## src/rtl/oneshot_interval_timer.sv

```systemverilog
module oneshot_interval_timer #(
  parameter int CNT_W = 8,
  parameter int DIV0  = 4,
  parameter int DIV1  = 64,
  parameter int DIV2  = 1024,
  parameter int DIV3  = 65536
) (
  input  logic             clk,
  input  logic             rst_n,
  input  logic             load_i,
  input  logic [CNT_W-1:0] load_val_i,
  input  logic [1:0]       tick_sel_i,
  input  logic             irq_en_i,
  input  logic             irq_ack_i,
  output logic [CNT_W-1:0] count_o,
  output logic             running_o,
  output logic             irq_o
);
  localparam int MAX01 = (DIV0 > DIV1) ? DIV0 : DIV1;
  localparam int MAX23 = (DIV2 > DIV3) ? DIV2 : DIV3;
  localparam int DMAX  = (MAX01 > MAX23) ? MAX01 : MAX23;
  localparam int PRE_W = (DMAX > 1) ? $clog2(DMAX) : 1;

  logic [PRE_W-1:0] pre_q, lim;
  logic [CNT_W-1:0] cnt_q;
  logic             run_q, pend_q, tick, wrap;

  always_comb begin
    case (tick_sel_i)
      2'd0:    lim = PRE_W'(DIV0 - 1);
      2'd1:    lim = PRE_W'(DIV1 - 1);
      2'd2:    lim = PRE_W'(DIV2 - 1);
      default: lim = PRE_W'(DIV3 - 1);
    endcase
  end

  assign tick = run_q && (pre_q >= lim);
  assign wrap = tick && (cnt_q == '0);

  always_ff @(posedge clk or negedge rst_n) begin
    if (!rst_n) begin
      pre_q  <= '0;
      cnt_q  <= '0;
      run_q  <= 1'b0;
      pend_q <= 1'b0;
    end else if (load_i) begin
      pre_q  <= '0;
      cnt_q  <= load_val_i;
      run_q  <= 1'b1;
      pend_q <= 1'b0;
    end else begin
      if (tick) begin
        pre_q <= '0;
        cnt_q <= cnt_q - 1'b1;
      end else if (run_q) begin
        pre_q <= pre_q + 1'b1;
      end
      if (wrap) begin
        run_q  <= 1'b0;
        pend_q <= 1'b1;
      end else if (irq_ack_i) begin
        pend_q <= 1'b0;
      end
    end
  end

  assign count_o   = cnt_q;
  assign running_o = run_q;
  assign irq_o     = pend_q & irq_en_i;
endmodule

```

## config.mk

```make
export PLATFORM = sky130hd
export DESIGN_NAME = oneshot_interval_timer
export DESIGN_NICKNAME = d
export VERILOG_FILES = /design/src/rtl/oneshot_interval_timer.sv
export SDC_FILE = /design/constraint.sdc
export NUM_CORES = 1
export LEC_CHECK = 0
export BUFFER_PORTS_ARGS = -buffer_cell sky130_fd_sc_hd__buf_2
export CORE_UTILIZATION = 40
export DETAILED_ROUTE_END_ITERATION = 6
export GPL_TIMING_DRIVEN = 0
export HOLD_SLACK_MARGIN = 0.08
export PLACE_DENSITY = 0.67
export SLEW_MARGIN = 25
export SYNTH_ARGS = -nofsm -noshare
export SYNTH_HDL_FRONTEND = slang
export SYNTH_SLANG_ARGS = --single-unit
```

## constraint.sdc

```tcl
create_clock -name clk -period 3.9 [get_ports clk]
set_input_delay 0.195 -clock clk [delete_from_list [all_inputs] [get_ports clk]]
set_output_delay 0.195 -clock clk [all_outputs]
set_load 0.005 [all_outputs]
```

==> results.ini <==
[synth]
synthTopCellsByArea=sky130_fd_sc_hd__dfrtp_1, sky130_fd_sc_hd__ha_1, sky130_fd_sc_hd__xor2_1
synth_top_area_share=0.3898
synthArstFlopShare=1.000
most_repeated_cell_in_the_gate_level_netlist_after_synthesis=sky130_fd_sc_hd__dfrtp_1
synth_area_in_adders=0.06747
synth_mux_area_frac=0.02999
netlist_instances=181
synth_sequential_area_ratio=0.3898
yosysTopAreaCell=sky130_fd_sc_hd__dfrtp_1
synth_commonest_cells=sky130_fd_sc_hd__dfrtp_1, sky130_fd_sc_hd__nand2_1, sky130_fd_sc_hd__nor2_1
syn-mean-instance-area_um2=9.222
post_synthesis_share_of_cell_area_spent_on_and_or_nand_and_nor_gates=0.2346
ys.flop_type=sky130_fd_sc_hd__dfrtp_1
synth_nets=205
ys_warn_count=0
synth-compound-area-share=0.1297
netlist-cell-type-count=38
synth_area_um2=1669
post_synth_xor_area_fraction=0.08396
synth_top_family_by_area=simple AND/OR/NAND/NOR gates
synth-edff-count=0
postSynthRegisterBits=26

[power_and_ir_drop]
clock_power_share=0.371
p_leak_nw=0.8575
seqPwrFrac=0.491
p_sw_frac=0.2434
vdd_ir_drop_max_mv=0.2146
power_internal_uw=458.0
total_switching_power_uw=147.3
power.density_cell_area_nw_per_um2=313.1
power_frac_comb=0.138

[floorplanning]
chipHeight_um=66.60
initial_utilization=0.4173
chipWidth_um=66.60
floorplan.io_pins=25
row_count=23
fp.coreArea_um2=4000
area_of_the_die_um2=4435

[placement]
numPortBuffers=24
gpl.final_weighted_congestion=0.7811
hpwlAfterDp_um=2352

[detailed_routing]
drt_first_pass_iters=4
drt-met1-wl_um=1668
routed_wirelength_um=3251
detail_route.drc_violations=0
route.detailed.wl_per_inst_um=12.50
route.antenna.remaining_nets=0
detail_route.vias_per_cell=5.127
drt_first_iter_violations=59
detailroute.via_count=1333
met3_length_um=108
met2_wirelength_um=1465
highest-signal-layer=met4

[global_routing]
grt_pass1_wl_um=5720
largest_net_degree_at_the_start_of_global_routing=27
first_global_vias=1298
grt.overflow.total=0
antenna_found_initial=0
grt_use_total=0.1675

[critical_path]
worstPathMaxFanout=10
timing.critical_path.to_type=flip-flop
start_kind=flip-flop
worstSetupPathType=reg -> reg
worst_ep_required_time_ns=4.07
arrival_ns=2.31

[clocking]
cts_inserted_buffers=3
cts_tree=built
cts-htree-levels=1
clock_latency_ns=0.27
ctsRootBufferMaster=sky130_fd_sc_hd__clkbuf_8
path_clk_slew_ns=0.09
cts_max_path_buffers=2
clock_sinks=26

[timing]
setup_repair_after_global_routing_missed_its_margin=no
timing.clock.skew_ns=0.002078
fmax_mhz=467.6
fin_crit_sh=0.5484
maxSlewViolCount=0
remaining_max_slew_budget_at_the_tightest_pin=0.6108
worst-slew-pin-transition_ns=0.5838
hold_viol=0
setup_total_negative_slack_ns=0
final_period_minus_worst_setup_slack_ns=2.139
final-setup-viol-count=0

[cells_and_area]
syn_to_final_growth_pct=15.82
multiInputGateArea_um2=910.9
finalCoreUtilization=0.4833
nets=235
area.sequential_um2=650.6
insertedDiodeCount=0
post_route_cells_drive_above_1_share=0.2143
fillCellCount=389

[outcome]
outcome=completed

[job]
max_cap_violations=0

[worst_hold_path]
holdCritPathClass=in -> reg

[metal layers]
layer	up-vias	track usage
li1	687	-
met1	617	0.2168
met2	27	0.2854
met3	2	0.04110
met4	0	0.02394
met5	-	0
[final cells by class]
type	instances	area share
multi-input combinational	137	0.4712
clock inverter	1	0.01553
tap	50	0.03236
inverter	10	0.01942
timing repair buffer	25	0.06731
clock buffer	3	0.02136
buffer	8	0.03625
sequential	26	0.3366
[repair_timing]
item,4_1_cts,5_1_grt
buffers inserted,0,0
hold buffers,1,0
resized for setup,0,0
endpoints found under the hold margin,26,0
[per-stage QoR]
stage	hold WS, ns	setup WS [ns]	std cells	power, mW	instance area [µm²]
final	0.1237	1.761	260	0.6053	1933
after global routing	0.1146	1.587	260	0.6420	1933
after CTS	0.1156	1.744	260	0.6143	1933
after detailed placement	0.2356	1.602	255	0.3858	1852
after global placement	0.2291	1.639	255	0.3844	1852
after floorplan	-0.1006	1.932	181	0.3506	1669
[power by group through the flow]
stage | Sequential (mW) | Combinational (mW) | Clock, mW
floorplan | 0.301 | 0.0499 | 0
detailed placement | 0.302 | 0.0834 | 0
finish | 0.297 | 0.0832 | 0.225
global route | 0.300 | 0.0966 | 0.245
CTS | 0.297 | 0.0845 | 0.232
global placement | 0.302 | 0.0822 | 0
[critical path, cell delays in order, from the launching register on]
cell and delay, ns:
sky130_fd_sc_hd__dfrtp_1 0.42, sky130_fd_sc_hd__ha_1 0.34, sky130_fd_sc_hd__nand4_1 0.13, sky130_fd_sc_hd__or4_1 0.54, sky130_fd_sc_hd__o22ai_2 0.15, sky130_fd_sc_hd__or2_1 0.14
sky130_fd_sc_hd__buf_6 0.13, sky130_fd_sc_hd__buf_12 0.14, sky130_fd_sc_hd__nor2_1 0.05
[sequential cells by signal, summed over array words and instances, names as in the netlist]
register   count
count_o        8
pend_q         1
pre_q         16
running_o      1
[path summary, 6_finish.rpt]
kind                                     from    endpoint  slack (ns)  cells after the start
worst max register to register      pre_q[14]    pre_q[7]        1.76                      8
max in group asynchronous               rst_n   pre_q[11]        3.06                      2
worst max-delay path                pre_q[14]    pre_q[7]        1.76                      8
worst min-delay path            load_val_i[0]  count_o[0]        0.12                      3
min in group asynchronous               rst_n    pre_q[6]        0.45                      2
worst min register to register      pre_q[15]   pre_q[15]        0.57                      2
[placed cells by master, fill, tap and decap left out, drive strengths merged, types with 3 or more instances in the layout]
cell | Yosys | final
a21oi | 6 | 6
a22oi | 5 | 5
buf | 5 | 29
clkbuf | 3 | 6
dfrtp | 26 | 26
ha | 9 | 9
inv | 10 | 10
mux2i | 5 | 5
nand2 | 18 | 18
nand3 | 5 | 5
nor2 | 24 | 24
nor2b | 7 | 7
nor3 | 10 | 10
o21ai | 4 | 4
or2 | 3 | 3
or3 | 5 | 5
xnor2 | 6 | 6
xor2 | 10 | 10
[logic make-up after synthesis]
family	count (synthesis)
AND/OR/NAND/NOR	79
AO/OA/AOI/OAI	28
flip-flops	26
buffers and inverters	18
XOR/XNOR	16
adder cells (fa/ha/maj)	9
multiplexers	5
Note: power is estimated with default switching activity, not from simulation.
